--- config.mk ---
export PLATFORM = sky130hd
export DESIGN_NAME = clk_ramp_seq
export DESIGN_NICKNAME = d
export VERILOG_FILES = /design/src/rtl/ramp_seq_pkg.sv /design/src/rtl/ramp_step_table.sv /design/src/rtl/ramp_settle_timer.sv /design/src/rtl/clk_ramp_seq.sv
export SDC_FILE = /design/constraint.sdc
export NUM_CORES = 1
export LEC_CHECK = 0
export CORE_MARGIN = 4
export CORE_UTILIZATION = 25
export DETAILED_ROUTE_END_ITERATION = 10
export DONT_BUFFER_PORTS = 1
export PLACE_DENSITY = 0.39
export SETUP_SLACK_MARGIN = 0.02
export SYNTH_ARGS = -nofsm -noshare
export SYNTH_HDL_FRONTEND = slang
export SYNTH_HIERARCHICAL = 1
export SYNTH_SLANG_ARGS = --single-unit
--- constraint.sdc ---
create_clock -name clk -period 3 [get_ports clk]
set_input_delay 0.15 -clock clk [delete_from_list [all_inputs] [get_ports clk]]
set_output_delay 0.15 -clock clk [all_outputs]
set_load 0.02 [all_outputs]
--- src/rtl/ramp_seq_pkg.sv ---
package ramp_seq_pkg;

    localparam int WORD_W     = 32;
    localparam int STEP_COUNT = 6;
    localparam int STEP_IDX_W = 3;
    localparam int ROM_DEPTH  = 1 << STEP_IDX_W;

    localparam logic [3:0] DIV_BY4 = 4'd3;
    localparam logic [3:0] DIV_BY2 = 4'd1;
    localparam logic [3:0] DIV_NONE = 4'd0;

    typedef enum logic [3:0] {
        ST_POLL,
        ST_VOLT,
        ST_VWAIT,
        ST_RDSEL,
        ST_RDMULT,
        ST_CTRL,
        ST_SELW,
        ST_SWAIT,
        ST_DONE
    } ramp_state_e;

    function automatic logic [WORD_W-1:0] pack_ctrl(
        input logic [15:0] wait_cnt,
        input logic [2:0]  src_hi,
        input logic [3:0]  div_hi,
        input logic [2:0]  src_lo,
        input logic [3:0]  div_lo
    );
        return {wait_cnt, 1'b0, src_hi, div_hi, 1'b0, src_lo, div_lo};
    endfunction

endpackage

--- src/rtl/ramp_step_table.sv ---
module ramp_step_table
    import ramp_seq_pkg::*;
#(
    parameter int WAIT_CNT = 100,
    parameter int SRC_BASE = 1,
    parameter int SRC_FAST = 2
) (
    input  logic [STEP_IDX_W-1:0] idx,
    input  logic                  fast,
    output logic [WORD_W-1:0]     ctrl_word,
    output logic [WORD_W-1:0]     sel_word
);

    localparam logic [15:0] WCNT  = 16'(WAIT_CNT);
    localparam logic [2:0]  SBASE = 3'(SRC_BASE);
    localparam logic [2:0]  SFAST = 3'(SRC_FAST);
    localparam logic [STEP_COUNT-1:0] SLOT_MAP = 6'b011001;

    function automatic logic [WORD_W-1:0] step_ctrl(input int e, input logic f);
        logic [3:0] top_div;
        top_div = f ? DIV_NONE : DIV_BY2;
        case (e)
            0:       return pack_ctrl(WCNT, 3'd0,  DIV_NONE, SBASE, DIV_BY4);
            1:       return pack_ctrl(WCNT, SBASE, DIV_BY4,  3'd0,  DIV_NONE);
            2:       return pack_ctrl(WCNT, SBASE, DIV_BY2,  3'd0,  DIV_NONE);
            3:       return pack_ctrl(WCNT, SBASE, DIV_NONE, 3'd0,  DIV_BY2);
            4:       return pack_ctrl(WCNT, 3'd0,  DIV_NONE, SFAST, top_div);
            default: return pack_ctrl(WCNT, SFAST, top_div,  3'd0,  DIV_NONE);
        endcase
    endfunction

    logic [WORD_W-1:0] ctrl_rom [ROM_DEPTH];
    logic [WORD_W-1:0] sel_rom  [ROM_DEPTH];

    for (genvar g = 0; g < ROM_DEPTH; g++) begin : g_entry
        if (g < STEP_COUNT) begin : g_live
            assign ctrl_rom[g] = step_ctrl(g, fast);
            assign sel_rom[g]  = {29'd0, DIV_BY4[1:0], SLOT_MAP[g]};
        end else begin : g_pad
            assign ctrl_rom[g] = '0;
            assign sel_rom[g]  = '0;
        end
    end

    assign ctrl_word = ctrl_rom[idx];
    assign sel_word  = sel_rom[idx];

endmodule

--- src/rtl/ramp_settle_timer.sv ---
module ramp_settle_timer #(
    parameter int CYCLES = 100000
) (
    input  logic clk,
    input  logic rst_n,
    input  logic start,
    output logic expire
);

    localparam int CW = $clog2(CYCLES + 1);
    localparam logic [CW-1:0] LOAD = CW'(CYCLES);

    logic [CW-1:0] cnt_d, cnt_q;

    always_comb begin
        cnt_d = cnt_q;
        if (start) begin
            cnt_d = LOAD;
        end else if (cnt_q != '0) begin
            cnt_d = cnt_q - 1'b1;
        end
    end

    always_ff @(posedge clk) begin
        if (!rst_n) begin
            cnt_q <= '0;
        end else begin
            cnt_q <= cnt_d;
        end
    end

    assign expire = (cnt_q == CW'(1));


    timer_idle_chk: assert property (@(posedge clk) disable iff (!rst_n)
        start |-> (cnt_q == '0));


    timer_count_chk: assert property (@(posedge clk) disable iff (!rst_n)
        (cnt_q > CW'(1)) |=> (cnt_q == $past(cnt_q) - 1'b1));

endmodule

--- src/rtl/clk_ramp_seq.sv ---
module clk_ramp_seq
    import ramp_seq_pkg::*;
#(
    parameter int              ADDR_W        = 16,
    parameter int              SETTLE_CYCLES = 100000,
    parameter logic [ADDR_W-1:0] STAT_ADDR   = 16'h0040,
    parameter logic [ADDR_W-1:0] VOLT_ADDR   = 16'h0010,
    parameter logic [ADDR_W-1:0] CTRL_ADDR   = 16'h0000,
    parameter logic [ADDR_W-1:0] SEL_ADDR    = 16'h0004,
    parameter logic [ADDR_W-1:0] MULT_ADDR   = 16'h0020,
    parameter int              VOLT_LEVEL    = 7,
    parameter int              FAST_MULT     = 41,
    parameter int              WAIT_CNT      = 100
) (
    input  logic              clk,
    input  logic              rst_n,
    output logic              rd_req,
    output logic [ADDR_W-1:0] rd_addr,
    input  logic              rd_ack,
    input  logic [WORD_W-1:0] rd_data,
    output logic              wr_valid,
    output logic [ADDR_W-1:0] wr_addr,
    output logic [WORD_W-1:0] wr_data,
    input  logic              wr_ready,
    output logic              done
);

    localparam logic [WORD_W-1:0]     VOLT_WORD  = WORD_W'(32'h80 | (VOLT_LEVEL << 3));
    localparam logic [5:0]            FAST_CODE  = 6'(FAST_MULT);
    localparam logic [STEP_IDX_W-1:0] STEP_LIMIT = STEP_IDX_W'(STEP_COUNT);

    typedef struct packed {
        ramp_state_e           st;
        logic [STEP_IDX_W-1:0] idx;
        logic                  fast;
        logic                  wr_valid;
        logic [ADDR_W-1:0]     wr_addr;
        logic [WORD_W-1:0]     wr_data;
        logic                  rd_req;
        logic [ADDR_W-1:0]     rd_addr;
        logic                  done;
    } seq_regs_t;

    seq_regs_t         seq_d, seq_q;
    logic              tmr_start;
    logic              tmr_expire;
    logic [WORD_W-1:0] tbl_ctrl;
    logic [WORD_W-1:0] tbl_sel;

    ramp_step_table #(
        .WAIT_CNT (WAIT_CNT)
    ) u_table (
        .idx       (seq_q.idx),
        .fast      (seq_q.fast),
        .ctrl_word (tbl_ctrl),
        .sel_word  (tbl_sel)
    );

    ramp_settle_timer #(
        .CYCLES (SETTLE_CYCLES)
    ) u_timer (
        .clk    (clk),
        .rst_n  (rst_n),
        .start  (tmr_start),
        .expire (tmr_expire)
    );

    always_comb begin
        seq_d     = seq_q;
        tmr_start = 1'b0;
        unique case (seq_q.st)
            ST_POLL: begin
                if (!seq_q.rd_req) begin
                    seq_d.rd_req  = 1'b1;
                    seq_d.rd_addr = STAT_ADDR;
                end else if (rd_ack && rd_data == WORD_W'(1)) begin
                    seq_d.rd_req   = 1'b0;
                    seq_d.wr_valid = 1'b1;
                    seq_d.wr_addr  = VOLT_ADDR;
                    seq_d.wr_data  = VOLT_WORD;
                    seq_d.st       = ST_VOLT;
                end
            end
            ST_VOLT: begin
                if (wr_ready) begin
                    seq_d.wr_valid = 1'b0;
                    tmr_start      = 1'b1;
                    seq_d.st       = ST_VWAIT;
                end
            end
            ST_VWAIT: begin
                if (tmr_expire) begin
                    seq_d.rd_req  = 1'b1;
                    seq_d.rd_addr = SEL_ADDR;
                    seq_d.st      = ST_RDSEL;
                end
            end
            ST_RDSEL: begin
                if (rd_ack) begin
                    seq_d.idx     = {{(STEP_IDX_W-1){1'b0}}, rd_data[0]};
                    seq_d.rd_addr = MULT_ADDR;
                    seq_d.st      = ST_RDMULT;
                end
            end
            ST_RDMULT: begin
                if (rd_ack) begin
                    seq_d.fast   = (rd_data[5:0] == FAST_CODE);
                    seq_d.rd_req = 1'b0;
                    seq_d.st     = ST_CTRL;
                end
            end
            ST_CTRL: begin
                if (!seq_q.wr_valid) begin
                    seq_d.wr_valid = 1'b1;
                    seq_d.wr_addr  = CTRL_ADDR;
                    seq_d.wr_data  = tbl_ctrl;
                end else if (wr_ready) begin
                    seq_d.wr_addr = SEL_ADDR;
                    seq_d.wr_data = tbl_sel;
                    seq_d.st      = ST_SELW;
                end
            end
            ST_SELW: begin
                if (wr_ready) begin
                    seq_d.wr_valid = 1'b0;
                    tmr_start      = 1'b1;
                    seq_d.idx      = seq_q.idx + STEP_IDX_W'(2);
                    seq_d.st       = ST_SWAIT;
                end
            end
            ST_SWAIT: begin
                if (tmr_expire) begin
                    if (seq_q.idx >= STEP_LIMIT) begin
                        seq_d.done = 1'b1;
                        seq_d.st   = ST_DONE;
                    end else begin
                        seq_d.wr_valid = 1'b1;
                        seq_d.wr_addr  = CTRL_ADDR;
                        seq_d.wr_data  = tbl_ctrl;
                        seq_d.st       = ST_CTRL;
                    end
                end
            end
            ST_DONE: begin
                seq_d.done = 1'b1;
            end
            default: begin
                seq_d = seq_q;
            end
        endcase
    end

    always_ff @(posedge clk) begin
        if (!rst_n) begin
            seq_q <= '{st: ST_POLL, idx: '0, fast: 1'b0, wr_valid: 1'b0,
                       wr_addr: '0, wr_data: '0, rd_req: 1'b0,
                       rd_addr: '0, done: 1'b0};
        end else begin
            seq_q <= seq_d;
        end
    end

    assign rd_req   = seq_q.rd_req;
    assign rd_addr  = seq_q.rd_addr;
    assign wr_valid = seq_q.wr_valid;
    assign wr_addr  = seq_q.wr_addr;
    assign wr_data  = seq_q.wr_data;
    assign done     = seq_q.done;


    bad_status_hold_chk: assert property (@(posedge clk) disable iff (!rst_n)
        (rd_req && rd_ack && rd_addr == STAT_ADDR && rd_data != WORD_W'(1))
        |=> (!wr_valid && rd_req && rd_addr == STAT_ADDR));


    volt_first_chk: assert property (@(posedge clk) disable iff (!rst_n)
        (rd_req && rd_ack && rd_addr == STAT_ADDR && rd_data == WORD_W'(1))
        |=> (wr_valid && wr_addr == VOLT_ADDR && wr_data == VOLT_WORD));


    idx_range_chk: assert property (@(posedge clk) disable iff (!rst_n)
        (seq_q.st == ST_CTRL || seq_q.st == ST_SELW) |-> (seq_q.idx < STEP_LIMIT));


    ctrl_then_sel_chk: assert property (@(posedge clk) disable iff (!rst_n)
        (wr_valid && wr_ready && wr_addr == CTRL_ADDR)
        |=> (wr_valid && wr_addr == SEL_ADDR));


    wr_hold_chk: assert property (@(posedge clk) disable iff (!rst_n)
        (wr_valid && !wr_ready)
        |=> (wr_valid && $stable(wr_addr) && $stable(wr_data)));


    rd_hold_chk: assert property (@(posedge clk) disable iff (!rst_n)
        (rd_req && !rd_ack) |=> (rd_req && $stable(rd_addr)));


    bus_excl_chk: assert property (@(posedge clk) disable iff (!rst_n)
        !(wr_valid && rd_req));


    settle_quiet_chk: assert property (@(posedge clk) disable iff (!rst_n)
        (seq_q.st == ST_VWAIT || seq_q.st == ST_SWAIT) |-> (!wr_valid && !rd_req));


    done_sticky_chk: assert property (@(posedge clk) disable iff (!rst_n)
        done |=> done);


    done_quiet_chk: assert property (@(posedge clk) disable iff (!rst_n)
        done |-> (!wr_valid && !rd_req));

endmodule

# --- Word-level counts from Yosys, hierarchy flattened ---
# Memory sizes are Yosys's and may differ from the RTL's.
# Cells that the tools add are included.
totals:
  mem_count: 1
  reg_bits: 92
  mem_bits_ro: 256
  out_inout_bits: 67
mem_list:
  columns: ["name", "depth", "word_bits", "read_ports", "rd_clocked_by_memory_dff", "write_ports", "line_no", "source"]
  rows:
  - ["(name not given)", 8, 32, 1, 0, 0, "ramp_step_table.sv:46", "assign sel_word = sel_rom[idx];"]
op_classes:
  addsub: 2
  bitwise_logic: 2
  reduce_logical: 21
  n_eq_ne: 26
  n_lt_le_gt_ge: 2
  muxes: 42
ops:
  columns: ["operator", "n"]
  rows:
  - ["$mux W49", 3]
  - ["$pmux W48 S3", 1]
  - ["$mux W32", 4]
  - ["$bmux W32 S3", 1]
  - ["$mux W48", 2]
  - ["$mux W17", 3]
  - ["$mux W50", 1]
  - ["$pmux W16 S3", 1]
  - ["$mux W4", 9]
  - ["$eq A32 B1 Y1 const B", 1]
  - ["$mux W16", 2]
  - ["$pmux W4 S8", 1]
  - ["$ne A2 B2 Y1 const B", 13]
  - ["$eq A17 B1 Y1 const B", 1]
  - ["$reduce_bool A17 Y1", 1]
  - ["$sub A17 B1 Y17 const B", 1]
  - ["$eq A4 B3 Y1 const B", 4]
  - ["$mux W7", 2]
  - ["$reduce_and A6 Y1", 2]
  - ["$reduce_and A11 Y1", 1]
  - ["$reduce_and A3 Y1", 3]
  - ["$reduce_bool A3 Y1", 3]
  - ["$eq A4 B2 Y1 const B", 2]
  - ["$mux W1", 8]
  - ["other kinds (22)", 25]

# --- Logic depth before layout (Yosys ltp) ---
depth:
  word_depth: 7
  depth_mapped: 9

# --- Hierarchy ---
# The synthesis kept the hierarchy.
by_module_without_submodules:
  columns: ["mod", "seq_area_each_um2", "area_each_um2", "cells_per_inst", "instances"]
  rows:
  - ["clk_ramp_seq", 960.9, 3194.3, 411, 1]
  - ["ramp_settle_timer", 340.3, 874.6, 97, 1]
  - ["ramp_step_table", 0.0, 539.3, 75, 1]

# --- Least setup slack after synthesis ---
# No wires, ideal clock.
synth_timing:
  kind: "reg2reg"
  start: "register u_timer.cnt_q[11]"
  end: "register seq_q[73] in the netlist's numbering"
  n_path_buf: 1
  stages_incl_launch_ff: 10
  slack_ps: 190
  synth_period_minus_slack_ps: 2810
  t_arrival_ps: 2724
  cell_sequence: "dfxtp_1 > or4_4 > nor4_4 > buf_6 > and4_1 > mux2i_1 > a21oi_1 > o311ai_1 > or4_1 > a211oi_1"
synth_via:
  elab_chain_len: 3
  word_cells_on_any_way: 4
  classes_between: "3 x eq/ne; 1 x reduce/logical"
synth_rtl:
  columns: ["item", "line_no", "source"]
  rows:
  - ["from (decl)", "ramp_settle_timer.sv:13", "logic [CW-1:0] cnt_d, cnt_q;"]
  - ["from (signal assigned)", "ramp_settle_timer.sv:28", "cnt_q <= cnt_d;"]
  - ["$eq A17 B1 Y1 *", "ramp_settle_timer.sv:32", "assign expire = (cnt_q == CW'(1));"]
  - ["via tmr_expire", "clk_ramp_seq.sv:46", "logic tmr_expire;"]
  - ["$ne A2 B2 Y1 (no line)", null, null]
  - ["$reduce_and A11 Y1 (no line) *", null, null]
  - ["to (signal assigned)", "clk_ramp_seq.sv:155", "seq_q <= '{st: ST_POLL, idx: '0, fast: 1'b0, wr_valid: 1'b0,"]
  - ["to (signal assigned)", "clk_ramp_seq.sv:159", "seq_q <= seq_d;"]
  - ["to (decl)", "clk_ramp_seq.sv:44", "seq_regs_t seq_d, seq_q;"]
# Mark *: on every way through the listed nets, which the timed path passes. The rest lies on a longest branch.
# A chain may end at the register's enable or synchronous reset.

# --- Final worst setup path ---
# Same ends and word-level chain as after synthesis.

==> impl_metrics.toml <==
[run_status]
outcome = "finished clean"

[synth]
ys.flop_type = "dfxtp_1"
synth-seq-area-share = 0.2824
syn-cell-area_sq_um = 4608
synth_largest_area_cell = "dfxtp_1"
post-synth-top-count-cell = "buf_4"
yosysUniqueCellTypes = 57
async_reset_ff_frac = 0
syn-mean-instance-area_sq_um = 7.904
syn_inst = 583
synth_common_cells = "buf_4, nand2_1, dfxtp_1"
synth_edf_count = 0
synth_area_leaders = "dfxtp_1, buf_4, nand2_1"
synth-seq-cells = 65
yosys_warnings = 6
synth_top_area_frac = 0.2824

[cts]
post_cts_buffers = 0
clk_latency_ns = 0.34
cts_sinks = 65
cts_buffer_depth = 2
cts_hold_buf = 3
cts_tree = "done"
post_cts_resized = 0
cts.clk_slew.worst_paths_ns = 0.06
cts_max_level = 3
cts_buffers = 9
cts-root-buf = "clkbuf_16"

[min_path]
worstHoldPathType = "in2reg"

[sta]
relSlewSlack = 0.3508
maxSlewViolCount = 0
fin_crit_ns = 2.695
rsz0062_at_grt = "false"
layout_setup_ws_ns = 0.3054
fin_skew_ns = 0.006930
max_freq_mhz = 371.1
worstMarginPinSlew_ns = 0.9664
fin_setup_tns_ns = 0
finalSetupViolCount = 0
finalHoldViolCount = 0
finalCritPeriodShare = 0.8982

[global_route]
grt_pass1_wl_microns = 16690
grt_pass1_vias = 3146
grt_max_degree = 47
grt_usage = 0.1038
overflow = 0
antenna_found_initial = 0

[final_layout]
syn_to_final_growth_pct = 0.4073
multi_input_area_sq_um = 2515
fin_nets = 576
drive_gt1_frac = 0.07792
ff_latch_area_sq_um = 1301
fillCellCount = 1987
fin_cells = 768
antennaDiodeCount = 0

[placement]
placedCellCount = 749
hpwl_microns = 7196
place_ws_ns = 0.3326
routabilityCongestion = 0.8185
portBuffers = 0

[floorplan]
fp.coreArea_sq_um = 18020
die_area_sq_um = 20670
die_h_microns = 143.8
start_util = 0.2557
std_cell_rows = 49
fp.dieW_microns = 143.8
ios = 103

[route]
drt_iter0_drc = 166
ant_nets = 0
vias = 3233
wl_per_cell_microns = 13.46
via_per_inst = 4.210
dr.pass1.iters = 4
routed_wl_microns = 10340
drc = 0

[worst_setup_path]
arrival_ns = 2.95
path_max_fanout = 5
end_kind = "flip-flop"
startpoint_type = "flip-flop"
path_class = "reg2reg"
reg2reg_slack_ns = 0.31
cp.required_ns = 3.26

[power]
power_density_nw_per_um2 = 866.6
p_switching_mw = 1.539
p_clk_frac = 0.305
swShare = 0.3839
seqPwrFrac = 0.290
p_int_mw = 2.470
leakage_nw = 2.006
peakVddDrop_mv = 0.4663
pwr-share-comb = 0.405

[flow_run]
drv_cap = 0
[worst max-delay path, stage by stage, from the launching register on]
cell and delay (ns):
dfxtp_1 0.34, or4_4 0.57, nor4_4 0.23, and4_1 0.29
mux2i_1 0.12, a21oi_1 0.19, o311ai_1 0.14, or4_1 0.50
a211oi_1 0.23
[per-layer routing]
layer	global-route usage	routed length, microns	up-vias
li1	-	-	1684
met1	0.1241	4507	1483
met2	0.1679	4998	55
met3	0.04526	686	11
met4	0.03370	144	0
met5	0	0	-
[kinds of logic after synthesis]
family / synth area share
AO/OA/AOI/OAI: 0.1415
multiplexers: 0.08471
other: 0.001630
flip-flops: 0.2824
XOR/XNOR: 0.02091
adder cells (fa/ha/maj): 0.01629
buffers and inverters: 0.2335
AND/OR/NAND/NOR: 0.2191
[cell usage in the layout, fill, tap and decap left out, drive strengths merged, types with 3 or more instances in the layout]
cell type and count:
ha 6, or4 4, inv 10, and3 3, bufinv 3, nor3 13, a211oi 6, mux2i 39
a2111oi 4, a21oi 13, nand3 10, clkbuf 9, nor4b 3, xor2 4, a21o 30, nand2b 6
buf 13, o31a 3, nor2b 4, nand2 110, nor2 26, or3 3, and2 3, a31oi 5
nor3b 3, o21ai 12, conb 77, o21a 7, xnor2 7, dfxtp 65, nor4 12
[power by group through the flow]
stage                     Combinational [mW]  Clock, mW  Sequential [mW]
after floorplan                         1.48          0             1.09
after global placement                  1.61          0             1.18
after detailed placement                1.61          0             1.18
after CTS                               1.64       1.28             1.16
after global routing                    1.82       1.31             1.19
final                                   1.63       1.22             1.16
[worst paths after layout]
path         cells past startpoint               from               end
min reg2reg                      2   u_timer/cnt_q[2]  u_timer/cnt_q[2]
max                              8  u_timer/cnt_q[11]         seq_q[73]
max reg2reg                      8  u_timer/cnt_q[11]         seq_q[73]
min                              3             rd_ack         seq_q[67]
[through the flow]
step	total power [mW]	utilization	hold slack (ns)	instance area [sq um]
finish	4.010	0.2567	0.06025	4627
global route	4.315	0.2567	0.08737	4627
CTS	4.079	0.2567	0.04068	4627
detailed placement	2.793	0.2354	0.2894	4243
global placement	2.789	0.2354	0.2856	4243
floorplan	2.568	-	0.2675	4890
[area by class of cell]
class	instances	share of cell area
inverter	10	0.008112
timing repair buffer	15	0.03083
clock inverter	7	0.02569
tap	229	0.06193
sequential	65	0.2812
multi-input combinational	433	0.5435
clock buffer	9	0.04867
[state kept, by name, summed over array words and instances (netlist names)]
signal,count
wr_valid,1
wr_addr,2
done,1
wr_data,32
u_timer/cnt_q,17
rd_addr,3
rd_req,1
seq_q,8
No activity file was read; power rests on OpenSTA's default activity.
